File: src/rtl/dcc_pkg.sv
package dcc_pkg;

  typedef enum logic [1:0] {
    LN_INV = 2'd0,
    LN_SHR = 2'd1,
    LN_EXC = 2'd2
  } lineSt_e;

  typedef enum logic [2:0] {
    MSG_RDMISS   = 3'd1,
    MSG_WRMISS   = 3'd2,
    MSG_WBACK    = 3'd3,
    MSG_INVAL    = 3'd4,
    MSG_FETCH    = 3'd5,
    MSG_FETCHINV = 3'd6,
    MSG_DATA     = 3'd7
  } msg_e;

  typedef enum logic [1:0] {
    SEL_VICTIM  = 2'd0,
    SEL_MISS    = 2'd1,
    SEL_FETCHWB = 2'd2
  } outSel_e;

  // strobes from control to datapath
  typedef struct packed {
    logic    reqLatch;
    logic    writeHit;
    logic    markMiss;
    logic    fill;
    logic    invLine;
    logic    demote;
    outSel_e outSel;
  } ctlStrb_t;

endpackage

File: src/rtl/dccDatapath.sv
module dccDatapath
  import dcc_pkg::*;
#(
  parameter int ADDR_W = 8,
  parameter int DATA_W = 32,
  parameter int LINES  = 8
) (
  input  logic              clk,
  input  logic              rstN,
  input  ctlStrb_t          ctl,
  input  logic              cpuReqWrite,
  input  logic [ADDR_W-1:0] cpuReqAddr,
  input  logic [DATA_W-1:0] cpuReqWData,
  input  logic [2:0]        inType,
  input  logic [ADDR_W-1:0] inAddr,
  input  logic [DATA_W-1:0] inData,
  output logic              reqWrite,
  output logic              reqHit,
  output logic              reqExcl,
  output logic              victimDirty,
  output lineSt_e           snpState,
  output logic [2:0]        outType,
  output logic [ADDR_W-1:0] outAddr,
  output logic [DATA_W-1:0] outData,
  output logic [DATA_W-1:0] cpuRespRData
);

  localparam int IDX_W = $clog2(LINES);
  localparam int TAG_W = ADDR_W - IDX_W;

  lineSt_e           stateArr [LINES];
  logic [TAG_W-1:0]  tagArr   [LINES];
  logic [DATA_W-1:0] dataArr  [LINES];

  logic [ADDR_W-1:0] reqAddr;
  logic [DATA_W-1:0] reqWData;

  logic [IDX_W-1:0]  reqIdx, snpIdx;
  logic [TAG_W-1:0]  reqTag, snpTag;
  lineSt_e           curSt;
  logic [TAG_W-1:0]  curTag;
  logic              tagEq;

  assign reqIdx = reqAddr[IDX_W-1:0];
  assign reqTag = reqAddr[ADDR_W-1:IDX_W];
  assign snpIdx = inAddr[IDX_W-1:0];
  assign snpTag = inAddr[ADDR_W-1:IDX_W];

  assign curSt  = stateArr[reqIdx];
  assign curTag = tagArr[reqIdx];
  assign tagEq  = (curTag == reqTag);

  assign reqHit      = (curSt != LN_INV) && tagEq;
  assign reqExcl     = (curSt == LN_EXC) && tagEq;
  assign victimDirty = (curSt == LN_EXC) && !tagEq;
  assign snpState    = (tagArr[snpIdx] == snpTag) ? stateArr[snpIdx] : LN_INV;

  assign cpuRespRData = dataArr[reqIdx];

  // request register and line states
  always_ff @(posedge clk) begin
    if (!rstN) begin
      reqAddr  <= '0;
      reqWData <= '0;
      reqWrite <= 1'b0;
      for (int i = 0; i < LINES; i++) stateArr[i] <= LN_INV;
    end else begin
      if (ctl.reqLatch) begin
        reqAddr  <= cpuReqAddr;
        reqWData <= cpuReqWData;
        reqWrite <= cpuReqWrite;
      end
      if (ctl.markMiss) stateArr[reqIdx] <= LN_INV;
      if (ctl.fill)     stateArr[reqIdx] <= reqWrite ? LN_EXC : LN_SHR;
      if (ctl.invLine && snpState == LN_SHR) stateArr[snpIdx] <= LN_INV;
      if (ctl.demote)
        stateArr[snpIdx] <= (inType == MSG_FETCH) ? LN_SHR : LN_INV;
    end
  end

  // tags and data need no reset: state gates them
  always_ff @(posedge clk) begin
    if (ctl.markMiss) tagArr[reqIdx] <= reqTag;
    if (ctl.writeHit) dataArr[reqIdx] <= reqWData;
    if (ctl.fill)     dataArr[reqIdx] <= reqWrite ? reqWData : inData;
  end

  always_comb begin
    outType = MSG_WBACK;
    outAddr = reqAddr;
    outData = '0;
    case (ctl.outSel)
      SEL_VICTIM: begin
        outType = MSG_WBACK;
        outAddr = {curTag, reqIdx};
        outData = dataArr[reqIdx];
      end
      SEL_MISS: begin
        outType = reqWrite ? MSG_WRMISS : MSG_RDMISS;
        outAddr = reqAddr;
        outData = '0;
      end
      SEL_FETCHWB: begin
        outType = MSG_WBACK;
        outAddr = inAddr;
        outData = dataArr[snpIdx];
      end
      default: ;
    endcase
  end

  // ---- assertions ----
  logic [IDX_W-1:0] snpIdxQ;
  always_ff @(posedge clk) snpIdxQ <= snpIdx;

  AST_FILL_SHARED: assert property (@(posedge clk) disable iff (!rstN)
    ctl.fill && !reqWrite |=> stateArr[reqIdx] == LN_SHR);
  AST_FILL_EXCL: assert property (@(posedge clk) disable iff (!rstN)
    ctl.fill && reqWrite |=> stateArr[reqIdx] == LN_EXC);
  AST_INV_CLEARS: assert property (@(posedge clk) disable iff (!rstN)
    ctl.invLine && snpState == LN_SHR |=> stateArr[snpIdxQ] == LN_INV);
  AST_DEMOTE_DROPS_EXCL: assert property (@(posedge clk) disable iff (!rstN)
    ctl.demote |=> stateArr[snpIdxQ] != LN_EXC);

endmodule

File: src/rtl/dccControl.sv
module dccControl
  import dcc_pkg::*;
(
  input  logic       clk,
  input  logic       rstN,
  input  logic       cpuReqValid,
  input  logic       reqWrite,
  input  logic       reqHit,
  input  logic       reqExcl,
  input  logic       victimDirty,
  input  lineSt_e    snpState,
  input  logic       inValid,
  input  logic [2:0] inType,
  input  logic       outReady,
  output logic       cpuReqReady,
  output logic       cpuRespValid,
  output logic       inReady,
  output logic       outValid,
  output ctlStrb_t   ctl
);

  typedef enum logic [2:0] {
    CS_IDLE, CS_LOOKUP, CS_SENDVWB, CS_SENDMISS, CS_WAIT, CS_FETCHWB, CS_RESP
  } ctlSt_e;

  ctlSt_e st, nextSt;
  logic   retWait, nextRet;
  logic   isCoh, cohNow;

  assign isCoh  = (inType == MSG_INVAL) || (inType == MSG_FETCH) || (inType == MSG_FETCHINV);
  assign cohNow = inValid && isCoh && (st == CS_IDLE || st == CS_WAIT);

  always_comb begin
    nextSt       = st;
    nextRet      = retWait;
    cpuReqReady  = 1'b0;
    cpuRespValid = 1'b0;
    inReady      = 1'b0;
    outValid     = 1'b0;
    ctl          = '0;
    ctl.outSel   = SEL_MISS;

    // coherence traffic first, in both idle and waiting states
    if (cohNow) begin
      if (inType == MSG_INVAL) begin
        inReady     = 1'b1;
        ctl.invLine = 1'b1;
      end else if (snpState == LN_EXC) begin
        nextSt  = CS_FETCHWB;
        nextRet = (st == CS_WAIT);
      end else begin
        inReady = 1'b1;
      end
    end

    case (st)
      CS_IDLE: if (!cohNow) begin
        if (inValid) inReady = 1'b1;
        cpuReqReady = 1'b1;
        if (cpuReqValid) begin
          ctl.reqLatch = 1'b1;
          nextSt       = CS_LOOKUP;
        end
      end
      CS_LOOKUP: begin
        if (!reqWrite && reqHit) nextSt = CS_RESP;
        else if (reqWrite && reqExcl) begin
          ctl.writeHit = 1'b1;
          nextSt       = CS_RESP;
        end else if (victimDirty) nextSt = CS_SENDVWB;
        else nextSt = CS_SENDMISS;
      end
      CS_SENDVWB: begin
        outValid   = 1'b1;
        ctl.outSel = SEL_VICTIM;
        if (outReady) nextSt = CS_SENDMISS;
      end
      CS_SENDMISS: begin
        outValid   = 1'b1;
        ctl.outSel = SEL_MISS;
        if (outReady) begin
          ctl.markMiss = 1'b1;
          nextSt       = CS_WAIT;
        end
      end
      CS_WAIT: if (!cohNow && inValid) begin
        inReady = 1'b1;
        if (inType == MSG_DATA) begin
          ctl.fill = 1'b1;
          nextSt   = CS_RESP;
        end
      end
      CS_FETCHWB: begin
        outValid   = 1'b1;
        ctl.outSel = SEL_FETCHWB;
        if (outReady) begin
          inReady    = 1'b1;
          ctl.demote = 1'b1;
          nextSt     = retWait ? CS_WAIT : CS_IDLE;
        end
      end
      CS_RESP: begin
        cpuRespValid = 1'b1;
        nextSt       = CS_IDLE;
      end
      default: nextSt = CS_IDLE;
    endcase
  end

  always_ff @(posedge clk) begin
    if (!rstN) begin
      st      <= CS_IDLE;
      retWait <= 1'b0;
    end else begin
      st      <= nextSt;
      retWait <= nextRet;
    end
  end

  // ---- assertions ----
  AST_MISS_AFTER_VICTIM: assert property (@(posedge clk) disable iff (!rstN)
    outValid && outReady && ctl.outSel == SEL_VICTIM |=> outValid && ctl.outSel == SEL_MISS);
  AST_COH_BEFORE_FILL: assert property (@(posedge clk) disable iff (!rstN)
    inValid && isCoh |-> !ctl.fill);

endmodule

File: src/rtl/dirCacheCtrl.sv
module dirCacheCtrl
  import dcc_pkg::*;
#(
  parameter int ADDR_W  = 8,
  parameter int DATA_W  = 32,
  parameter int LINES   = 8,
  parameter int NODE_W  = 2,
  parameter int NODE_ID = 1
) (
  input  logic              clk,
  input  logic              rstN,
  input  logic              cpuReqValid,
  output logic              cpuReqReady,
  input  logic              cpuReqWrite,
  input  logic [ADDR_W-1:0] cpuReqAddr,
  input  logic [DATA_W-1:0] cpuReqWData,
  output logic              cpuRespValid,
  output logic [DATA_W-1:0] cpuRespRData,
  output logic              outValid,
  input  logic              outReady,
  output logic [2:0]        outType,
  output logic [NODE_W-1:0] outNode,
  output logic [ADDR_W-1:0] outAddr,
  output logic [DATA_W-1:0] outData,
  input  logic              inValid,
  output logic              inReady,
  input  logic [2:0]        inType,
  input  logic [ADDR_W-1:0] inAddr,
  input  logic [DATA_W-1:0] inData
);

  ctlStrb_t ctl;
  logic     reqWrite, reqHit, reqExcl, victimDirty;
  lineSt_e  snpState;

  assign outNode = NODE_W'(NODE_ID);

  dccControl i_ctl (
    .clk(clk), .rstN(rstN), .cpuReqValid(cpuReqValid),
    .reqWrite(reqWrite), .reqHit(reqHit), .reqExcl(reqExcl),
    .victimDirty(victimDirty), .snpState(snpState),
    .inValid(inValid), .inType(inType), .outReady(outReady),
    .cpuReqReady(cpuReqReady), .cpuRespValid(cpuRespValid),
    .inReady(inReady), .outValid(outValid), .ctl(ctl)
  );

  dccDatapath #(.ADDR_W(ADDR_W), .DATA_W(DATA_W), .LINES(LINES)) i_dp (
    .clk(clk), .rstN(rstN), .ctl(ctl),
    .cpuReqWrite(cpuReqWrite), .cpuReqAddr(cpuReqAddr), .cpuReqWData(cpuReqWData),
    .inType(inType), .inAddr(inAddr), .inData(inData),
    .reqWrite(reqWrite), .reqHit(reqHit), .reqExcl(reqExcl),
    .victimDirty(victimDirty), .snpState(snpState),
    .outType(outType), .outAddr(outAddr), .outData(outData),
    .cpuRespRData(cpuRespRData)
  );

  // ---- assertions ----
  logic pending;
  always_ff @(posedge clk) begin
    if (!rstN) pending <= 1'b0;
    else if (cpuReqValid && cpuReqReady) pending <= 1'b1;
    else if (cpuRespValid) pending <= 1'b0;
  end

  AST_STALL_WHILE_PENDING: assert property (@(posedge clk) disable iff (!rstN)
    pending |-> !cpuReqReady);
  AST_RESP_ONLY_PENDING: assert property (@(posedge clk) disable iff (!rstN)
    cpuRespValid |-> pending);
  AST_OUT_HOLD: assert property (@(posedge clk) disable iff (!rstN)
    outValid && !outReady |=> outValid && $stable(outType) && $stable(outAddr) && $stable(outData));

endmodule

File: config.mk
export PLATFORM = sky130hd
export DESIGN_NAME = dirCacheCtrl
export DESIGN_NICKNAME = d
export VERILOG_FILES = /design/src/rtl/dcc_pkg.sv /design/src/rtl/dccDatapath.sv /design/src/rtl/dccControl.sv /design/src/rtl/dirCacheCtrl.sv
export SDC_FILE = /design/constraint.sdc
export NUM_CORES = 1
export LEC_CHECK = 0
export BUFFER_PORTS_ARGS = -buffer_cell sky130_fd_sc_hd__buf_2
export CORE_ASPECT_RATIO = 0.8
export CORE_MARGIN = 2
export CORE_UTILIZATION = 30
export DETAILED_ROUTE_END_ITERATION = 6
export GPL_TIMING_DRIVEN = 0
export SYNTH_ARGS = -nofsm -noshare
export SYNTH_HDL_FRONTEND = slang
export SYNTH_SLANG_ARGS = --single-unit
File: constraint.sdc
create_clock -name clk -period 6.6 [get_ports clk]
set_input_delay 0.33 -clock clk [delete_from_list [all_inputs] [get_ports clk]]
set_output_delay 0.33 -clock clk [all_outputs]
set_load 0.02 [all_outputs]
# Word-level counts from Yosys, hierarchy flattened
# Memories as Yosys holds them, arrays and structs flattened. A register that Yosys moved wholly into a read port is not among the register bits.
# Index checks and enable logic that the tools add are counted.
[totals]
reg_bits = 45
mem_bits_rw = 312
input_bits = 89
output_inout_bits = 81
elab_cells = 133
n_memories = 3
[memory_table]
columns = ["name", "words", "word_bits", "rd", "rd_clocked_by_memory_dff", "write_ports", "line", "text"]
rows = [
  ["i_dp.dataArr", 8, 32, 2, 1, 1, "dccDatapath.sv:33", "logic [DATA_W-1:0] dataArr [LINES];"],
  ["i_dp.tagArr", 8, 5, 2, 1, 1, "dccDatapath.sv:32", "logic [TAG_W-1:0] tagArr [LINES];"],
  ["i_dp.stateArr", 8, 2, 2, 1, 8, "dccDatapath.sv:31", "lineSt_e stateArr [LINES];"],
]
[op_classes]
eq_ne = 17
muxes = 82
n_bitwise = 4
reduce_logical = 22
[op_table]
columns = ["operator", "n"]
rows = [
  ["3-bit two-way mux", 22],
  ["32-bit two-way mux", 2],
  ["32-bit case mux with 2 select lines", 1],
  ["1-bit two-way mux", 46],
  ["3-bit equality test, second input constant", 7],
  ["3-bit case mux with 6 select lines", 1],
  ["8-bit case mux with 2 select lines", 1],
  ["2-bit two-way mux", 7],
  ["5-bit equality test", 2],
  ["1-bit logical AND", 9],
  ["2-bit equality test, second input constant", 3],
  ["3-bit by 2-bit equality test with 1-bit output, second input constant", 2],
  ["2-bit by 1-bit equality test with 1-bit output, second input constant", 2],
  ["2-bit case mux with 2 select lines", 1],
  ["2-bit OR reduction", 2],
  ["3-bit by 1-bit equality test with 1-bit output, second input constant", 1],
  ["1-bit logical NOT", 3],
  ["3-bit logical NOT", 1],
  ["1-bit logical OR", 3],
  ["1-bit bitwise OR", 3],
  ["1-bit case mux with 3 select lines", 1],
  ["3-bit AND reduction", 1],
  ["3-bit OR reduction", 1],
  ["2-bit logical NOT", 1],
  ["2 further kinds", 2],
]

# Depth between registers and ports, before layout
[logic_depth]
ltp_word = 16
mapped_depth = 10

# Modules after synthesis
# A second synthesis with hierarchy kept.
[unflattened]
hier_cells = 1239
area_unflattened_um2 = 17317.9
[modules_own_cells]
columns = ["mod", "n_inst", "cells_per_inst", "area_each_um2", "seq_area_each_um2"]
rows = [
  ["dccDatapath", 1, 1169, 16853.7, 10169.8],
  ["dccControl", 1, 66, 441.7, 80.1],
  ["dirCacheCtrl", 1, 4, 22.5, 0.0],
]

# Worst setup path before layout
# OpenSTA, ideal clock, no wires.
[synth_timing]
path_kind = "reg2reg"
start = "reg with a tool-made name"
end = "mem i_dp.dataArr[4][0] (enable)"
setup_time_ns = 0.513
t_arrival_ns = 5.271
slack_ns = 0.816
stages_incl_launch_ff = 10
period_less_slack_ns = 5.784
path_cell_list = "dfxtp_1 > buf_2 > buf_2 > mux4_2 > mux2i_1 > xor2_1 > nand2_1 > nor4_2 > a21oi_1 > nor4b_1"
[synth_rtl]
columns = ["item", "line"]
rows = [
  ["end, declared", "dccDatapath.sv:33"],
]

==> metrics.txt <==
# TYPE chip_impl_metric gauge
chip_impl_info{name="run_status",value="finished, final reports clean"} 1
chip_impl_info{name="timing.critical_path.from_type",value="register"} 1
chip_impl_metric{name="die_width",unit="um"} 273
chip_impl_metric{name="route.detailed.wl_per_inst",unit="um"} 24.9
chip_impl_metric{name="buffer_ports.inserted",unit=""} 165
chip_impl_metric{name="dpl_ws",unit="ns"} 1.84
chip_impl_metric{name="maxSlewHeadroom",unit="%"} 18.8
chip_impl_info{name="commonest_non_fill_non_tap_cells_in_the_layout",value="312 x edfxtp_1, 194 x buf_2, 155 x nand2_1"} 1
chip_impl_metric{name="worst-path-stages",unit=""} 11
chip_impl_metric{name="fmaxAchievable",unit="GHz"} 0.210
chip_impl_metric{name="r2r_slack",unit="ns"} 1.85
chip_impl_info{name="min_path_type",value="in2reg"} 1
chip_impl_metric{name="timing.critical_path.arrival",unit="ns"} 5.07
chip_impl_metric{name="pwr_density",unit="nW/um^2"} 301
chip_impl_metric{name="skew",unit="ns"} 0.0526
chip_impl_info{name="root_buffer",value="clkbuf_16"} 1
chip_impl_metric{name="dp.final_hpwl",unit="um"} 39100
chip_impl_metric{name="rows",unit=""} 78
chip_impl_info{name="worst_path_dominant_cell_family",value="simple AND/OR/NAND/NOR gates"} 1
chip_impl_metric{name="clock_latency_reported_for_the_late_side_of_the_worst_skew_pair",unit="ns"} 0.61
chip_impl_metric{name="num_io_pins",unit=""} 170
chip_impl_metric{name="async_flop_share",unit="%"} 0
chip_impl_metric{name="initial_utilization",unit="%"} 30.5
chip_impl_info{name="rsz0062_at_grt",value="false"} 1
chip_impl_metric{name="final_period_util",unit="%"} 72.0
chip_impl_metric{name="layout.nets",unit=""} 1480
chip_impl_metric{name="antenna_violations_before_repair",unit=""} 2
chip_impl_metric{name="overall_die_height",unit="um"} 219
chip_impl_metric{name="vias_per_cell",unit=""} 5.14
chip_impl_metric{name="clock_tree.htree_level_count",unit=""} 2
chip_impl_metric{name="critPathBufInv",unit=""} 5
chip_impl_metric{name="layout-area-overhead-vs-synth",unit="%"} 22.1
chip_impl_info{name="holdCritStartpoint",value="cpuReqAddr[7]"} 1
chip_impl_metric{name="route.detailed.drc",unit=""} 0
chip_impl_metric{name="numCtsBuffers",unit=""} 40
chip_impl_info{name="slowest_stage",value="nor4b_2"} 1
chip_impl_metric{name="synth_enable_flop_cells",unit=""} 312
chip_impl_metric{name="post_cts_resize_count",unit=""} 0
chip_impl_metric{name="synthesis.area_per_instance",unit="sq um"} 15.6
chip_impl_info{name="timing.critical_path.cells",value="buf_2, clkbuf_1, nand3b_1, nand4_1, xnor2_1, nor4_2, a21oi_1, nor4b_2, buf_4, buf_4, buf_4"} 1
chip_impl_metric{name="post_route_cells_drive_above_1_share",unit="%"} 36.9
chip_impl_metric{name="vias",unit=""} 11200
chip_impl_info{name="most_prevalent_standard_cell_on_the_critical_path",value="buf_4"} 1
chip_impl_metric{name="dr.first_iter.drc_count",unit=""} 1068
chip_impl_metric{name="floorplan_die_area",unit="sq um"} 60000
chip_impl_metric{name="r2r.worst_path.cells",unit=""} 11
chip_impl_metric{name="finalHoldViolations",unit=""} 0
chip_impl_metric{name="critical-path-max-stage-delay",unit="ns"} 0.91
chip_impl_metric{name="largest_net_degree_at_the_start_of_global_routing",unit=""} 14
chip_impl_metric{name="grt_pass1_vias",unit=""} 11400
chip_impl_metric{name="utilization_after_layout",unit="%"} 37.3
chip_impl_info{name="tritoncts",value="done"} 1
chip_impl_metric{name="post_layout_minimum_cycle_time",unit="ns"} 4.75
chip_impl_metric{name="report.final.slew_viol_count",unit=""} 0
chip_impl_metric{name="max-vdd-ir-drop",unit="mV"} 0.182
chip_impl_metric{name="setup_viol_count_final",unit=""} 0
chip_impl_info{name="hold_path_end",value="i_dp.reqAddr[7]$_SDFFE_PN0P_"} 1
chip_impl_metric{name="ys.warnings.count",unit=""} 0
chip_impl_metric{name="cts_max_path_buffers",unit=""} 3
chip_impl_metric{name="setup_slack_after_layout",unit="ns"} 1.85
chip_impl_metric{name="synth.distinct_cells",unit=""} 55
chip_impl_metric{name="globalRouteOverflowTotal",unit=""} 0
chip_impl_metric{name="wirelength",unit="um"} 54300
chip_impl_metric{name="gr-usage-all-layers",unit="%"} 18.3
chip_impl_metric{name="path_clk_slew",unit="ns"} 0.06
chip_impl_info{name="endpoint_kind",value="register"} 1
chip_impl_metric{name="ys_seq_area_share",unit="%"} 59.4
chip_impl_metric{name="detailedRoute.firstPassIterationCount",unit=""} 5
chip_impl_metric{name="worst-endpoint-required",unit="ns"} 6.92
chip_impl_info{name="crit-reg2reg-capture",value="i_dp.dataArr[4][13]$_DFFE_PP_"} 1
chip_impl_metric{name="number_of_maximum_capacitance_constraint_violations",unit=""} 0
chip_impl_metric{name="critical_path.max_fanout",unit=""} 10
chip_impl_metric{name="detail-route-antenna-nets",unit=""} 0
chip_impl_metric{name="max_slew.worst_pin.slew",unit="ns"} 1.22
chip_impl_metric{name="design.core.area",unit="sq um"} 57000
chip_impl_info{name="path_class",value="reg2reg"} 1
chip_impl_metric{name="clock_sink_count",unit=""} 360
chip_impl_metric{name="synth.ff_latch_count",unit=""} 360
chip_impl_metric{name="mappedNetlistArea",unit="sq um"} 17400
chip_impl_metric{name="antennaDiodeCount",unit=""} 0
chip_impl_metric{name="power_leakage",unit="nW"} 7.31
chip_impl_metric{name="netlist_instances",unit=""} 1114
chip_impl_metric{name="min_path_cells",unit=""} 3
chip_impl_metric{name="finalWeightedCongestion",unit=""} 0.846
chip_impl_info{name="layout.cells.most_common",value="edfxtp_1"} 1
chip_impl_info{name="synth-main-ff-cell",value="edfxtp_1"} 1
chip_impl_metric{name="first_pass_grt_wire_length",unit="um"} 78400
power breakdown:
group | total, mW | internal (mW) | switching [mW]
sequential | 2.65 | 2.60 | 0.0497
combinational | 1.48 | 0.524 | 0.957
clock | 2.27 | 1.30 | 0.972
layer usage:
layer	wire length [um]	global-route usage (%)	share of wire (%)
met5	13	0	0.024
met4	926	4.01	1.7
met3	4190	4.30	7.7
met2	25900	29.8	48
met1	23300	24.8	43
sequential cells by signal, indices dropped and copies added (netlist names), named ones only:
| name | flops |
|---|---|
| i_ctl.retWait | 1 |
| i_ctl.st | 3 |
| i_dp.dataArr | 256 |
| i_dp.reqAddr | 8 |
| i_dp.reqWData | 32 |
| i_dp.reqWrite | 1 |
| i_dp.stateArr | 16 |
| i_dp.tagArr | 40 |
worst min-delay path, cell delays in order:
cell and delay, ns:
buf_2 0.10, nand2_1 0.05, a21boi_1 0.05
Yosys cell counts (3+ instances only):
cell,count,share of area (%)
o211ai_1,4,0.17
buf_2,29,0.83
a2bb2oi_1,3,0.15
xor2_1,3,0.15
nand2b_1,7,0.25
a21boi_0,35,1.5
and3_1,5,0.18
nor2b_1,7,0.25
clkbuf_1,42,0.91
a21boi_1,7,0.30
nand2_1,155,3.3
o21ai_0,43,1.2
nand3_1,7,0.20
edfxtp_1,312,54
xnor2_1,5,0.25
nand3b_1,3,0.13
buf_4,7,0.30
mux2_2,72,4.7
a21oi_1,9,0.26
mux4_2,142,18
and2_1,3,0.11
nor2_1,46,0.99
nor3b_1,5,0.22
buf_1,5,0.11
a22oi_1,8,0.35
dfxtp_1,48,5.5
mux2i_1,55,3.2
nor3_1,11,0.32
how the worst max path moves through the flow:
stage          slack (ns)  startpoint                            end
2_1_floorplan        0.82    register   i_dp.dataArr[4][0]$_DFFE_PP_
3_3_place_gp        -4.02    register  i_dp.dataArr[4][19]$_DFFE_PP_
3_5_place_dp         1.84    register  i_dp.dataArr[4][19]$_DFFE_PP_
4_1_cts              1.89    register  i_dp.dataArr[4][13]$_DFFE_PP_
5_1_grt              1.74    register  i_dp.dataArr[4][13]$_DFFE_PP_
6_report             1.85    register  i_dp.dataArr[4][13]$_DFFE_PP_
cell families after synthesis:
logic type / after synthesis / share of synthesized area (%)
and+or+nand+nor: 261 / 6.51
muxes: 271 / 26.5
buffers and inverters: 86 / 2.22
other: 2 / 0.0432
AOI/OAI and AO/OA: 126 / 4.95
xor gates and xnor gates: 8 / 0.403
DFF: 360 / 59.4
cell type report:
type	count	area [sq um]
plain buffers	84	379
clock buffers	51	1040
clock inverters	20	284
fillers	5421	35700
inverters	2	7.51
multi-input cells	669	6730
flip-flops and latches	360	10300
well taps	760	951
repair buffers	234	1530
metrics by stage:
step	area (sq um)	power, mW	cells	hold slack [ns]	TNS, ns
after detailed placement	19600	4.18	2077	0.448	0
after floorplan	17400	3.60	1115	0.433	0
after CTS	21200	6.46	2180	0.00142	0
after global routing	21200	6.66	2180	0.0256	0
after global placement	19200	4.16	2040	0.440	-599.54
final	21200	6.40	2180	0.0189	0
repair_timing:
action                                 CTS  global route
endpoints found under the hold margin   32             0
hold buffers                            32             0
setup buffers                            0             0
Note: power is estimated with default switching activity, not from simulation.
